[config.mk]
export PLATFORM = sky130hd
export DESIGN_NAME = acc_core
export DESIGN_NICKNAME = d
export VERILOG_FILES = /design/src/rtl/acc_pkg.sv /design/src/rtl/acc_alu.sv /design/src/rtl/acc_ctrl.sv /design/src/rtl/acc_dpath.sv /design/src/rtl/acc_core.sv
export SDC_FILE = /design/constraint.sdc
export NUM_CORES = 1
export LEC_CHECK = 0
export BUFFER_PORTS_ARGS = -buffer_cell sky130_fd_sc_hd__buf_2
export CORE_UTILIZATION = 43
export DETAILED_ROUTE_END_ITERATION = 10
export PLACE_DENSITY = 0.73
export SYNTH_ARGS = -nofsm -noshare
export SYNTH_HDL_FRONTEND = slang
export SYNTH_HIERARCHICAL = 1
export SYNTH_SLANG_ARGS = --single-unit
[constraint.sdc]
create_clock -name clk -period 5.2 [get_ports clk]
set_input_delay 0.52 -clock clk [delete_from_list [all_inputs] [get_ports clk]]
set_output_delay 0.52 -clock clk [all_outputs]
set_load 0.1 [all_outputs]
[src/rtl/acc_pkg.sv]
package acc_pkg;
  localparam int unsigned OPW = 4;
  localparam logic [OPW-1:0] OP_LOAD  = 4'd0;
  localparam logic [OPW-1:0] OP_STORE = 4'd1;
  localparam logic [OPW-1:0] OP_ADD   = 4'd2;
  localparam logic [OPW-1:0] OP_SUB   = 4'd3;
  localparam logic [OPW-1:0] OP_JMP   = 4'd4;
  localparam logic [OPW-1:0] OP_JGE   = 4'd5;
  localparam logic [OPW-1:0] OP_JNZ   = 4'd6;
  localparam logic [OPW-1:0] OP_STOP  = 4'd7;

  // kind of accumulator update still pending from the last execute cycle
  typedef enum logic [1:0] {
    K_LOAD = 2'd0,
    K_NONE = 2'd1,
    K_ADD  = 2'd2,
    K_SUB  = 2'd3
  } acc_kind_e;
endpackage

[src/rtl/acc_alu.sv]
module acc_alu #(
  parameter int unsigned DW = 16
) (
  input  acc_pkg::acc_kind_e kind,
  input  logic [DW-1:0]      acc_in,
  input  logic [DW-1:0]      opnd,
  output logic [DW-1:0]      result
);
  import acc_pkg::*;

  function automatic logic [DW-1:0] combine(input acc_kind_e k,
                                            input logic [DW-1:0] a,
                                            input logic [DW-1:0] b);
    case (k)
      K_LOAD:  return b;
      K_ADD:   return a + b;
      K_SUB:   return a - b;
      default: return a;
    endcase
  endfunction

  assign result = combine(kind, acc_in, opnd);
endmodule

[src/rtl/acc_ctrl.sv]
module acc_ctrl #(
  parameter int unsigned OPW = 4
) (
  input  logic           clk,
  input  logic           rst_n,
  input  logic [OPW-1:0] op_in,
  input  logic           acc_zero,
  input  logic           acc_neg,
  output logic           fetch_en,
  output logic           exec_en,
  output logic           jump_take,
  output logic           pend_set,
  output logic           sel_opnd,
  output logic           mem_we,
  output logic           halted
);
  import acc_pkg::*;

  logic phase_q;   // 0 fetch, 1 execute
  logic halt_q;
  logic is_stop;
  logic is_memop;

  assign fetch_en = !phase_q && !halt_q;
  assign exec_en  =  phase_q && !halt_q;
  assign halted   = halt_q;

  always_comb begin
    is_stop  = (op_in >= OP_STOP);
    is_memop = (op_in <= OP_SUB);
    jump_take = 1'b0;
    if (exec_en) begin
      case (op_in)
        OP_JMP:  jump_take = 1'b1;
        OP_JGE:  jump_take = !acc_neg;
        OP_JNZ:  jump_take = !acc_zero;
        default: jump_take = 1'b0;
      endcase
    end
    mem_we   = exec_en && (op_in == OP_STORE);
    sel_opnd = exec_en && is_memop;
    pend_set = exec_en && is_memop && (op_in != OP_STORE);
  end

  always_ff @(posedge clk) begin
    if (!rst_n) begin
      phase_q <= 1'b0;
      halt_q  <= 1'b0;
    end else if (!halt_q) begin
      phase_q <= !phase_q;
      if (exec_en && is_stop) halt_q <= 1'b1;
    end
  end

  a_r7_halt_sticky: assert property (@(posedge clk) disable iff (!rst_n)
    halted |=> halted);
  a_r7_no_write_halted: assert property (@(posedge clk) disable iff (!rst_n)
    halted |-> !mem_we);
  a_r8_fetch_then_exec: assert property (@(posedge clk) disable iff (!rst_n)
    fetch_en |=> exec_en);
endmodule

[src/rtl/acc_dpath.sv]
module acc_dpath #(
  parameter int unsigned DW  = 16,
  parameter int unsigned AW  = 12,
  parameter int unsigned OPW = 4
) (
  input  logic          clk,
  input  logic          rst_n,
  input  logic          fetch_en,
  input  logic          exec_en,
  input  logic          jump_take,
  input  logic          pend_set,
  input  logic          sel_opnd,
  input  logic          mem_we,
  input  logic [DW-1:0] mem_rdata,
  output logic [AW-1:0] mem_addr,
  output logic [DW-1:0] mem_wdata,
  output logic          acc_zero,
  output logic          acc_neg
);
  import acc_pkg::*;

  localparam logic [AW-1:0] PC_STEP = {{(AW-1){1'b0}}, 1'b1};

  logic [AW-1:0] pc_q;
  logic [DW-1:0] acc_q;
  acc_kind_e     pend_q;
  logic [DW-1:0] alu_y;
  logic [AW-1:0] opnd_addr;
  logic [OPW-1:0] op_bits;

  assign opnd_addr = mem_rdata[AW-1:0];
  assign op_bits   = mem_rdata[DW-1 -: OPW];

  acc_alu #(.DW(DW)) u_alu (
    .kind   (pend_q),
    .acc_in (acc_q),
    .opnd   (mem_rdata),
    .result (alu_y)
  );

  assign mem_addr  = sel_opnd ? opnd_addr : pc_q;
  assign mem_wdata = acc_q;
  assign acc_zero  = (acc_q == '0);
  assign acc_neg   = acc_q[DW-1];

  always_ff @(posedge clk) begin
    if (!rst_n) begin
      pc_q   <= '0;
      acc_q  <= '0;
      pend_q <= K_NONE;
    end else if (fetch_en) begin
      pc_q   <= pc_q + PC_STEP;
      acc_q  <= alu_y;
      pend_q <= K_NONE;
    end else if (exec_en) begin
      if (jump_take) pc_q <= opnd_addr;
      pend_q <= pend_set ? acc_kind_e'(op_bits[1:0]) : K_NONE;
    end
  end

  a_r4_store_target: assert property (@(posedge clk) disable iff (!rst_n)
    mem_we |-> (mem_addr == opnd_addr));
  a_r5_jump_lands: assert property (@(posedge clk) disable iff (!rst_n)
    jump_take |=> (pc_q == $past(opnd_addr)));
  a_r6_untaken_keeps_pc: assert property (@(posedge clk) disable iff (!rst_n)
    (exec_en && !jump_take) |=> $stable(pc_q));
  a_r7_frozen_state: assert property (@(posedge clk) disable iff (!rst_n)
    (!fetch_en && !exec_en) |=> ($stable(pc_q) && $stable(acc_q)));
endmodule

[src/rtl/acc_core.sv]
module acc_core #(
  parameter int unsigned DW  = 16,
  parameter int unsigned AW  = 12,
  parameter int unsigned OPW = DW - AW
) (
  input  logic          clk,
  input  logic          rst_n,
  output logic [AW-1:0] mem_addr,
  input  logic [DW-1:0] mem_rdata,
  output logic [DW-1:0] mem_wdata,
  output logic          mem_we,
  output logic          halted
);
  logic fetch_en, exec_en, jump_take, pend_set, sel_opnd;
  logic acc_zero, acc_neg;

  acc_ctrl #(.OPW(OPW)) u_ctrl (
    .clk       (clk),
    .rst_n     (rst_n),
    .op_in     (mem_rdata[DW-1 -: OPW]),
    .acc_zero  (acc_zero),
    .acc_neg   (acc_neg),
    .fetch_en  (fetch_en),
    .exec_en   (exec_en),
    .jump_take (jump_take),
    .pend_set  (pend_set),
    .sel_opnd  (sel_opnd),
    .mem_we    (mem_we),
    .halted    (halted)
  );

  acc_dpath #(.DW(DW), .AW(AW), .OPW(OPW)) u_dpath (
    .clk       (clk),
    .rst_n     (rst_n),
    .fetch_en  (fetch_en),
    .exec_en   (exec_en),
    .jump_take (jump_take),
    .pend_set  (pend_set),
    .sel_opnd  (sel_opnd),
    .mem_we    (mem_we),
    .mem_rdata (mem_rdata),
    .mem_addr  (mem_addr),
    .mem_wdata (mem_wdata),
    .acc_zero  (acc_zero),
    .acc_neg   (acc_neg)
  );

  a_r1_reset_fetch_zero: assert property (@(posedge clk)
    !rst_n |=> (mem_addr == '0 && !mem_we && !halted));
endmodule

After elaboration in Yosys (flattened, before gate mapping)
Index checks and enable logic that the tools add are counted.
Word-level totals
  bits in registers: 32
  input bits: 18
  output and inout port bits: 30
Operators by class
  add/sub/neg operators: 3
  $lt $le $gt $ge: 2
  equal/unequal tests: 7
  mux-type cells: 10
  bitwise logic cells: 1
  reductions and logical operators: 18
Operator list (count)
  12-bit two-way mux: 4
  16-bit case mux with 3 select lines: 1
  16-bit adder: 1
  16-bit logical NOT: 1
  16-bit subtractor: 1
  12-bit by 1-bit adder with 12-bit output (second input constant): 1
  4-bit by 3-bit == test with 1-bit output (second input constant): 3
  1-bit logical AND: 6
  2-bit == test (second input constant): 2
  4-bit by 1-bit == test with 1-bit output (second input constant): 1
  4-bit by 3-bit greater-or-equal comparator with 1-bit output (second input constant): 1
  4-bit by 2-bit <= comparator with 1-bit output (second input constant): 1
  1-bit logical NOT: 4
  4-bit by 1-bit != test with 1-bit output (second input constant): 1
  2-bit AND reduction: 2
  2-bit nonzero test: 2
  1-bit two-way mux: 3
  1-bit case mux with 3 select lines: 1
  3-bit nonzero test: 1
  2-bit logical NOT: 1
  2-bit two-way mux: 1
  2-bit OR reduction: 1
  1-bit inverter: 1

Longest topological paths before layout
Gate-level depths: netlist of run 1.
  depth after elaboration: 7
  mapped depth: 15

By module
Netlist of run 1, hierarchy kept.
Modules (own cells, without submodules)
  acc_dpath: times used 1, cells an instance 169, area an instance 1592.8 um^2
  acc_alu: times used 1, cells an instance 216, area an instance 1486.4 um^2
  acc_ctrl: times used 1, cells an instance 16, area an instance 152.6 um^2

Worst setup path after synthesis of run 1
No wires, ideal clock.
  path type: input port to flip-flop
  from: in mem_rdata[8]
  to: reg u_dpath.acc_q[15] (netlist: u_dpath/mem_wdata[15])
  arrival time: 3.069 ns
  slack: 2.003 ns
  stages on the path: 14
  cells stage by stage: or4_4 nor3_4 nand2_2 o31ai_2 xor2_1 ha_1 a21oi_1 o21ai_0 mux2_2 a31oi_1 a2111oi_0 nand3b_1 mux2i_1 nor2_1
Between the ends
  word-level cells in the longest chain between the ends: 2
  elaborated cells between the ends (all ways): 3
  those cells by class: 2 x add/sub; 1 x mux
Ends and longest elaborated chain
  start: declaration: line acc_core.sv:9  | input logic [DW-1:0] mem_rdata,
  16-bit subtractor or 16-bit adder (tied branches): line acc_alu.sv:17, acc_alu.sv:16
  16-bit case mux with 3 select lines *: line acc_alu.sv:14  | case (k)
  net u_dpath.alu_y[15]: line acc_dpath.sv:27  | logic [DW-1:0] alu_y;
  end signal: assignment: line acc_dpath.sv:53  | acc_q <= alu_y;
  end: declaration: line acc_dpath.sv:25  | logic [DW-1:0] acc_q;
Mark *: on every way through the listed nets, which the timed path passes. The rest lies on a longest branch.
A chain may end at the register's enable or synchronous reset.

Worst setup path after layout of run 1
  from: reg u_dpath.pend_q[0]
  to: reg u_dpath.acc_q[8] (netlist: u_dpath/mem_wdata[8])
Between the ends
  elaborated cells between the ends (all ways): 6
  those cells by class: 2 x eq/ne; 1 x mux; 3 x reduce/logical
RTL lines
  start: declaration: line acc_dpath.sv:26  | acc_kind_e pend_q;
  start signal: assignment: line acc_dpath.sv:57  | pend_q <= pend_set ? acc_kind_e'(op_bits[1:0]) : K_NONE;
  2-bit == test or 2-bit logical NOT (tied branches): line acc_alu.sv:14
  16-bit case mux with 3 select lines *: line acc_alu.sv:14
  net u_dpath.alu_y[8]: line acc_dpath.sv:27
Marked as above.

==> flow_summary.yaml, run 1 <==
cts:
  postCtsHoldBufs: 0
  cts_resized: 0
  cts-root-buf: "clkbuf_8"
  cts_buffer_depth: 2
  insertion_delay_ns: 0.29
  cts_tree: "built"
  htree_levels: 2
  clock-sinks: 32
  post_cts_buffers: 0
  clk_pin_slew_worst_paths_ns: 0.07
  numCtsBuffers: 5
synth:
  async_flop_share_pct: 0
  synth_edf_count: 0
  post_synth.cell_area_avg_sq_um: 8.059
  synth_fp_nets: 437
  ys_seq_area_share_pct: 19.82
  mappedNetlistArea_sq_um: 3232
  synth_warnings: 6
  ys.flop_type: "dfxtp_1"
  ys_ff_latch: 32
  synth_cell_types: 69
  netlist_instances: 401
power:
  ir_drop_mv: 0.1539
  p_per_area_nw_per_um2: 219.6
  p_leak_nw: 1.685
place:
  placed_area_sq_um: 3527
  dp_hpwl_um: 6262
  port_buffers: 47
  place.gp.congestion: 0.8908
setup_path:
  cp_top_family: "compound AO/OA/AOI/OAI gates"
  cpMaxStageDelayCell: "dfxtp_1"
  setup.worst_path.class: "reg -> reg"
  cpPeakStageDelay_ns: 0.66
  path_cells: "buf_4 > nand2_1 > nand2_1 > o21ai_0 > fa_1 > nand2b_1 > a21oi_1 > o21a_1 > o21ai_0 > nor4b_1 > a211oi_1 > mux2i_1 > nor2_1"
  required_ns: 5.42
  crit_fanout: 15
  cp-start-kind: "flip-flop"
  worstPathArrival_ns: 3.78
  critical_path_buf_inv_count: 1
  worstSetupEndpointType: "flip-flop"
  reg2reg_slack_ns: 1.64
drt:
  wl_per_cell_um: 16.01
  dr.pass1.iters: 5
  drt_iter0_markers: 273
  via_per_inst: 5.899
  vias: 3156
  drc: 0
  ant_nets: 0
  wirelength_um: 8567
floorplan:
  dieArea_sq_um: 7867
  rows: 31
  core_area_sq_um: 7253
  die_x_um: 88.70
  initial_core_util_pct: 44.56
  die_h_um: 88.70
  ios: 48
finish:
  area_growth_pct: 12.12
  final_layout_size_suffix_gt1_share_pct: 21.56
  final_nets: 472
  final_cell_mix: "buf_2, nor2_1, dfxtp_1"
  diodes: 0
  stdcell_area_sq_um: 3623
  final_common_cell: "buf_2"
  fin_util_pct: 49.96
  nFillCells: 725
sta:
  setup_violations: 0
  skew_ns: 0.006669
  drv_slew: 0
  rsz0062_at_grt: "false"
  relSlewSlack_pct: 39.92
  worst_slew_pin_slew_ns: 0.8975
  fin_crit_ns: 3.560
  fin_setup_tns_ns: 0
  hold_ws_ns: 0.5771
  fmax_mhz: 280.9
  finalCritPeriodShare_pct: 68.47
  hold_viol: 0
run_status:
  status: "finished, final reports clean"
global_routing:
  antenna_found_initial: 0
  grt_max_degree: 44
  grt.total_usage_pct: 22.70
  grt_pass1_wl_um: 13860
  grt_pass1_vias: 2917
  grt.overflow.total: 0
flow_run:
  drv_cap: 0
hold_path:
  hold_class: "reg -> reg"
-- worst reg2reg max path: stages (launching register included) --
cell,delay (ns)
dfxtp_1,0.66
buf_4,0.34
nand2_1,0.25
nand2_1,0.13
o21ai_0,0.14
fa_1,0.44
nand2b_1,0.20
a21oi_1,0.29
o21a_1,0.25
o21ai_0,0.16
nor4b_1,0.19
a211oi_1,0.20
mux2i_1,0.11
nor2_1,0.11
-- registers in the layout (all words and copies together) (netlist names) --
register,count
u_dpath/mem_wdata,16
u_dpath/pend_q,2
u_ctrl/phase_q,1
u_ctrl/halted,1
u_dpath/pc_q,12
-- routing by layer --
metal  wire length [um]  vias to the layer above  GRT usage (%)
met1               3919                     1486          28.84
li1                   -                     1550              -
met3                440                       13          3.545
met4                127                        0          7.625
met2               4079                      107          39.02
met5                  0                        -              0
-- cell families after synthesis --
| logic type | after synthesis | synth area share (%) |
|---|---|---|
| mux | 46 | 15.02 |
| xor+xnor | 29 | 7.859 |
| buf+inv | 37 | 4.646 |
| simple gates | 127 | 22.34 |
| compound gates | 112 | 23.11 |
| flops | 32 | 19.82 |
| fa+ha+maj | 18 | 7.201 |
-- cell usage after synthesis (3+ instances only) --
master	number	share of area, %
o211ai_1	4	0.93
xor2_1	12	3.3
a211oi_1	13	3.0
o21a_1	4	0.93
xnor2_1	17	4.6
nand2b_1	6	1.2
nand3_1	6	0.93
inv_1	15	1.7
and3_1	10	1.9
and2_1	3	0.58
a21oi_1	27	4.2
buf_1	4	0.46
a21boi_0	3	0.70
nand4_1	5	0.97
o21ai_0	20	3.1
nor2_1	34	3.9
dfxtp_1	32	20
mux2_2	20	7.0
nand2_1	27	3.1
a31oi_1	5	0.97
ha_1	17	6.6
a21o_1	9	2.1
mux2i_1	26	8.1
clkbuf_1	11	1.3
nor4_1	5	0.97
buf_2	6	0.93
nor2b_1	6	1.2
-- layout make-up --
type                            count  area (sq um)  share of cell area (%)
Multi-Input combinational cell    332          2449                   67.58
Clock buffer                        7         96.34                   2.659
Tap cell                           99         123.9                   3.419
Timing Repair Buffer               50         257.7                   7.113
Inverter                           15         56.30                   1.554
Sequential cell                    32         640.6                   17.68
-- where the power goes --
group	switching, mW	total [mW]	internal (mW)	leakage, nW
sequential	0.0247	0.284	0.260	0.260
combinational	0.208	0.294	0.0854	1.37
clock	0.0997	0.218	0.118	0.0503
-- path summary, 6_finish.rpt --
check,from,end,cells after the start
worst max-delay path,u_dpath/pend_q[0],u_dpath/mem_wdata[8],13
worst min-delay path,u_dpath/pc_q[0],u_dpath/pc_q[0],1
worst max register to register,u_dpath/pend_q[0],u_dpath/mem_wdata[8],13
worst min register to register,u_dpath/pc_q[0],u_dpath/pc_q[0],1
-- per-stage QoR --
stage / instances / worst slack (ns) / power, mW
CTS: 535 / 1.735 / 0.8000
finish: 535 / 1.640 / 0.7958
floorplan: 401 / 2.003 / 0.5235
global route: 535 / 1.329 / 0.8322
detailed placement: 528 / 1.623 / 0.5807
global placement: 528 / 1.701 / 0.5763
No activity file was read; power rests on OpenSTA's default activity.
==> run 2: changes to the inputs <==
PLACE_DENSITY = 0.75   (was 0.73)
clock period = 3 ns   (was 5.2 ns; I/O delays follow)
==> run 2 against run 1 <==
Sequential power rose by 73%. Critical endpoint is now u_dpath/mem_wdata[15]. Combinational power rose by 85%. Largest power group unchanged. Highest routed layer unchanged. Utilization rose by 4.5 points. Total power rose by 83%. Routed wire length rose by 5.5%. Worst setup slack got worse by 1.6 ns. Cell count rose by 6.7%.
==> flow_summary.yaml, run 2 (synthesized netlist as in run 1, its figures left out) <==
global_routing:
  grtUsageMet3_pct: 3.638
  met1_usage_pct: 29.96
  met2_usage_pct: 42.31
  grt_max_degree: 25
  antenna_found_initial: 0
  grt.overflow.total: 0
  grt-busiest-layer: "met2"
  grt_pass1_vias: 3091
  grt.total_usage_pct: 24.21
  grt_pass1_wl_um: 14670
floorplan:
  die_h_um: 88.70
  dieArea_sq_um: 7867
  core_area_sq_um: 7253
  rows: 31
  initial_core_util_pct: 44.56
  ios: 48
  die_x_um: 88.70
place:
  port_buffers: 47
  place_ws_ns: -0.2758
  place_inst: 563
  place.gp.congestion: 0.8975
  dp_hpwl_um: 6821
finish:
  fin_util_pct: 54.42
  final_layout_size_suffix_gt1_share_pct: 28.81
  multi_input_area_sq_um: 2499
  area_growth_pct: 22.14
  diodes: 0
  final_cell_mix: "buf_2, buf_4, nor2_1"
  nFillCells: 696
  final_nets: 507
  final_common_cell: "buf_2"
  finalNonFillerCells: 571
  largest_reg_flops: 16
  register_area_sq_um: 640.6
setup_path:
  worstSetupEndpointType: "flip-flop"
  crit_start: "mem_rdata[8]"
  required_ns: 3.14
  critPathCapture: "u_dpath/mem_wdata[15]"
  r2r_cells: 13
  crit_fanout: 4
  cp-start-kind: "input port"
  setup.worst_path.class: "in -> reg"
  rr_startpoint: "u_dpath/pend_q[1]"
  worstPathArrival_ns: 3.09
  reg2reg_to: "u_dpath/mem_wdata[15]"
  reg2reg_slack_ns: 0.19
sta:
  skew_ns: 0.007593
  fmax_mhz: 339.1
  drv_slew: 0
  hold_viol: 0
  setup_violations: 0
  worst_slew_pin_slew_ns: 0.8364
  fin_crit_ns: 2.949
  rsz0062_at_grt: "true"
  setup_ws_ns: 0.05129
  relSlewSlack_pct: 44.18
  finalCritPeriodShare_pct: 98.29
drt:
  wl_per_cell_um: 15.83
  drc: 0
  ant_nets: 0
  vias: 3270
  via_per_inst: 5.727
  drt_iter0_markers: 221
  dr.pass1.iters: 4
  wirelength_um: 9039
cts:
  clock-sinks: 32
  cts_buffer_depth: 2
  numCtsBuffers: 5
  htree_levels: 2
  clk_pin_slew_worst_paths_ns: 0.07
  cts_tree: "built"
  cts-root-buf: "clkbuf_8"
  insertion_delay_ns: 0.29
power:
  ir_drop_mv: 0.3115
  p_leak_nw: 1.869
  p_per_area_nw_per_um2: 369.4
flow_run:
  drv_cap: 0
run_status:
  status: "finished, final reports clean"
hold_path:
  hold_class: "in -> reg"
[run 2: changes by cell type in the layout (fill, tap and decap cells not counted), sizes merged]
cell    delta
clkinv     +1
bufinv     +1
clkbuf     -1
buf       +35
[run 2: final cells by class]
cell class | count | area share [%]
Timing Repair Buffer | 85 | 13.19
Clock buffer | 6 | 1.838
Sequential cell | 32 | 16.23
Inverter | 15 | 1.426
Tap cell | 99 | 3.138
Clock inverter | 2 | 0.8875
Multi-Input combinational cell | 332 | 63.30
[run 2: timing repair]
| item | in CTS | in global routing |
|---|---|---|
| buffers inserted | 0 | 0 |
| setup endpoints to repair | 0 | 5 |
| hold buffers | 0 | 0 |
| resized for setup | 0 | 13 |
[run 2: through the flow]
stage / hold slack, ns / setup TNS (ns) / total power, mW / area, sq um
3_3_place_gp: 0.5499 / -0.3546 / 1.025 / 3790
6_report: 0.3557 / 0 / 1.458 / 3948
5_1_grt: 0.3653 / -0.1765 / 1.525 / 3948
4_1_cts: 0.3481 / 0 / 1.463 / 3897
3_5_place_dp: 0.5600 / -0.6221 / 1.035 / 3790
2_1_floorplan: 0.4538 / 0 / 0.9073 / 3232
[run 2: critical path, cell delays in order]
cell and delay [ns]:
buf_2 0.10, or4_4 0.57, nor3_4 0.16, nand2_2 0.08, o31ai_2 0.19, xor2_1 0.19
ha_1 0.27, buf_4 0.16, nand2_1 0.05, o21ai_1 0.07, mux2_2 0.30, a31oi_4 0.17
a2111oi_2 0.09, nand3b_1 0.18, mux2i_1 0.15, nor2_1 0.06
[run 2: how the worst min path moves through the flow]
stage | startpoint | endpoint | cells past startpoint
after floorplan | rst_n | u_ctrl/halted | 1
after global placement | u_dpath/pc_q[0] | u_dpath/pc_q[0] | 1
after detailed placement | u_dpath/pc_q[0] | u_dpath/pc_q[0] | 1
after CTS | rst_n | u_dpath/pc_q[5] | 3
after global routing | rst_n | u_dpath/pc_q[5] | 3
final | rst_n | u_dpath/pc_q[10] | 3
[run 2: where the power goes]
part           leakage [nW]  total, mW  switching (mW)  internal [mW]
sequential            0.260      0.491          0.0413          0.450
combinational          1.55      0.545           0.374          0.170
clock                0.0552      0.422           0.176          0.247
total                  1.87       1.46           0.591          0.867
[run 2: layer usage]
| metal | up-vias | part of all wire [%] |
|---|---|---|
| met5 | - | 0 |
| met4 | 0 | 1.7 |
| met3 | 16 | 3.9 |
| met2 | 95 | 50 |
| met1 | 1539 | 45 |
| li1 | 1620 | - |
==> run 3: changes to the inputs <==
BUFFER_PORTS_ARGS = not set   (was -buffer_cell sky130_fd_sc_hd__buf_2)
DONT_BUFFER_PORTS = 1   (was not set)
PLACE_DENSITY = 0.7   (was 0.75)
==> run 3 against run 2 <==
Count of clock-buffer cells in the layout stayed put. Routed wire length down 3.2%. Die area unchanged. Cell count is 6.5% lower. Sequential share of layout area up 0.79 points. Global-route usage decreased by 0.95 points. Register-to-register slack better by 0.04 ns. Non-clock buffer count is 37 lower. Clock skew decreased by 0.0027 ns.
==> flow_summary.yaml, run 3 (synthesized netlist as in run 1, its figures left out) <==
run_status:
  status: "finished, final reports clean"
place:
  dp_hpwl_um: 6612
  port_buffers: 0
  place_inst: 526
  placed_area_sq_um: 3642
  place.gp.congestion: 0.9584
cts:
  numCtsBuffers: 5
  htree_levels: 2
  cts_tree: "built"
  cts_resized: 0
  cts_buffer_depth: 2
  insertion_delay_ns: 0.29
  clock-sinks: 32
  clk_pin_slew_worst_paths_ns: 0.08
  post_cts_buffers: 0
  postCtsHoldBufs: 0
  cts-root-buf: "clkbuf_8"
global_routing:
  antenna_found_initial: 0
  met2_usage_pct: 38.88
  grt.overflow.total: 0
  grt_pass1_vias: 2895
  met1_usage_pct: 29.64
  grt.total_usage_pct: 23.26
  grtUsageMet3_pct: 4.291
  grt_max_degree: 34
  grt-busiest-layer: "met2"
  grt_pass1_wl_um: 14200
sta:
  drv_slew: 0
  hold_viol: 0
  finalCritPeriodShare_pct: 96.03
  relSlewSlack_pct: 42.20
  skew_ns: 0.004843
  fin_crit_ns: 2.881
  fmax_mhz: 347.1
  setup_violations: 0
  worst_slew_pin_slew_ns: 0.8661
  hold_ws_ns: 0.1424
  rsz0062_at_grt: "false"
setup_path:
  required_ns: 3.15
  reg2reg_slack_ns: 0.23
  reg2reg_to: "u_dpath/mem_wdata[9]"
  cp-start-kind: "input port"
  critPathCapture: "u_dpath/mem_wdata[15]"
  worstSetupEndpointType: "flip-flop"
  path_cells: "or4_4 > nor3_4 > nand2_2 > nand2_1 > xor2_1 > ha_1 > a211oi_1 > o21ai_0 > mux2_2 > a31oi_1 > a2111oi_0 > nand3b_1 > mux2i_1 > nor2_1"
  path_depth: 14
  worstPathArrival_ns: 3.03
  cpMaxStageDelayCell: "or4_4"
  rr_startpoint: "u_dpath/pend_q[1]"
  crit_fanout: 6
  cp_top_family: "simple AND/OR/NAND/NOR gates"
  crit_start: "mem_rdata[8]"
  critical_path_buf_inv_count: 0
  r2r_cells: 12
  setup.worst_path.class: "in -> reg"
  cpPeakStageDelay_ns: 0.55
power:
  p_per_area_nw_per_um2: 377.4
  p_leak_nw: 1.700
  power_mw: 1.421
  ir_drop_mv: 0.3345
floorplan:
  core_area_sq_um: 7253
  die_h_um: 88.70
  initial_core_util_pct: 44.56
  ios: 48
  rows: 31
  dieArea_sq_um: 7867
  die_x_um: 88.70
finish:
  register_area_sq_um: 640.6
  final_common_cell: "buf_4"
  finalNonFillerCells: 534
  diodes: 0
  final_nets: 470
  multi_input_area_sq_um: 2464
  fin_util_pct: 51.91
  nFillCells: 679
  final_cell_mix: "buf_4, nor2_1, dfxtp_1"
  area_growth_pct: 16.49
  stdcell_area_sq_um: 3765
  largest_reg_flops: 16
  final_layout_size_suffix_gt1_share_pct: 21.84
drt:
  wl_per_cell_um: 16.38
  ant_nets: 0
  drt_iter0_markers: 293
  via_per_inst: 5.818
  dr.pass1.iters: 5
  drc: 0
  vias: 3107
  wirelength_um: 8746
flow_run:
  drv_cap: 0
hold_path:
  hp-start: "rst_n"
  hold_class: "in -> reg"
run 3: changes by cell type in the layout (fill, tap and decap cells not counted), sizes merged:
cell	change
buf	-37
run 3: worst min-delay path by stage:
stage | cells after the start | to
after floorplan | 1 | u_ctrl/halted
after global placement | 2 | u_dpath/pc_q[11]
after detailed placement | 2 | u_dpath/pc_q[6]
after CTS | 2 | u_dpath/pc_q[6]
after global routing | 2 | u_dpath/pc_q[5]
final | 2 | u_dpath/pc_q[6]
run 3: layer usage:
layer  routed length [um]  share of wire (%)
met5                    0                  0
met4                  242                2.8
met3                  454                5.2
met2                 4102                 47
met1                 3948                 45
run 3: power by group:
group | switching (mW) | internal (mW) | leakage [nW] | total, mW
Combinational | 0.340 | 0.162 | 1.38 | 0.502
Sequential | 0.0425 | 0.450 | 0.260 | 0.492
Clock | 0.180 | 0.247 | 0.0552 | 0.426
Total | 0.562 | 0.859 | 1.70 | 1.42
run 3: per-stage QoR:
stage                     setup slack, ns  TNS (ns)
after global placement           -0.07546   -0.1859
after CTS                          0.1717         0
after global routing              0.01949         0
final                              0.1191         0
after floorplan                  0.007356         0
after detailed placement          -0.1109   -0.2846
run 3: cell type report:
type / instances / share of cell area (%)
clock buffer: 6 / 1.928
clock inverter: 2 / 0.9305
inverter: 15 / 1.496
multi-input combinational: 332 / 65.44
sequential: 32 / 17.02
tap: 99 / 3.290
timing repair buffer: 48 / 9.904
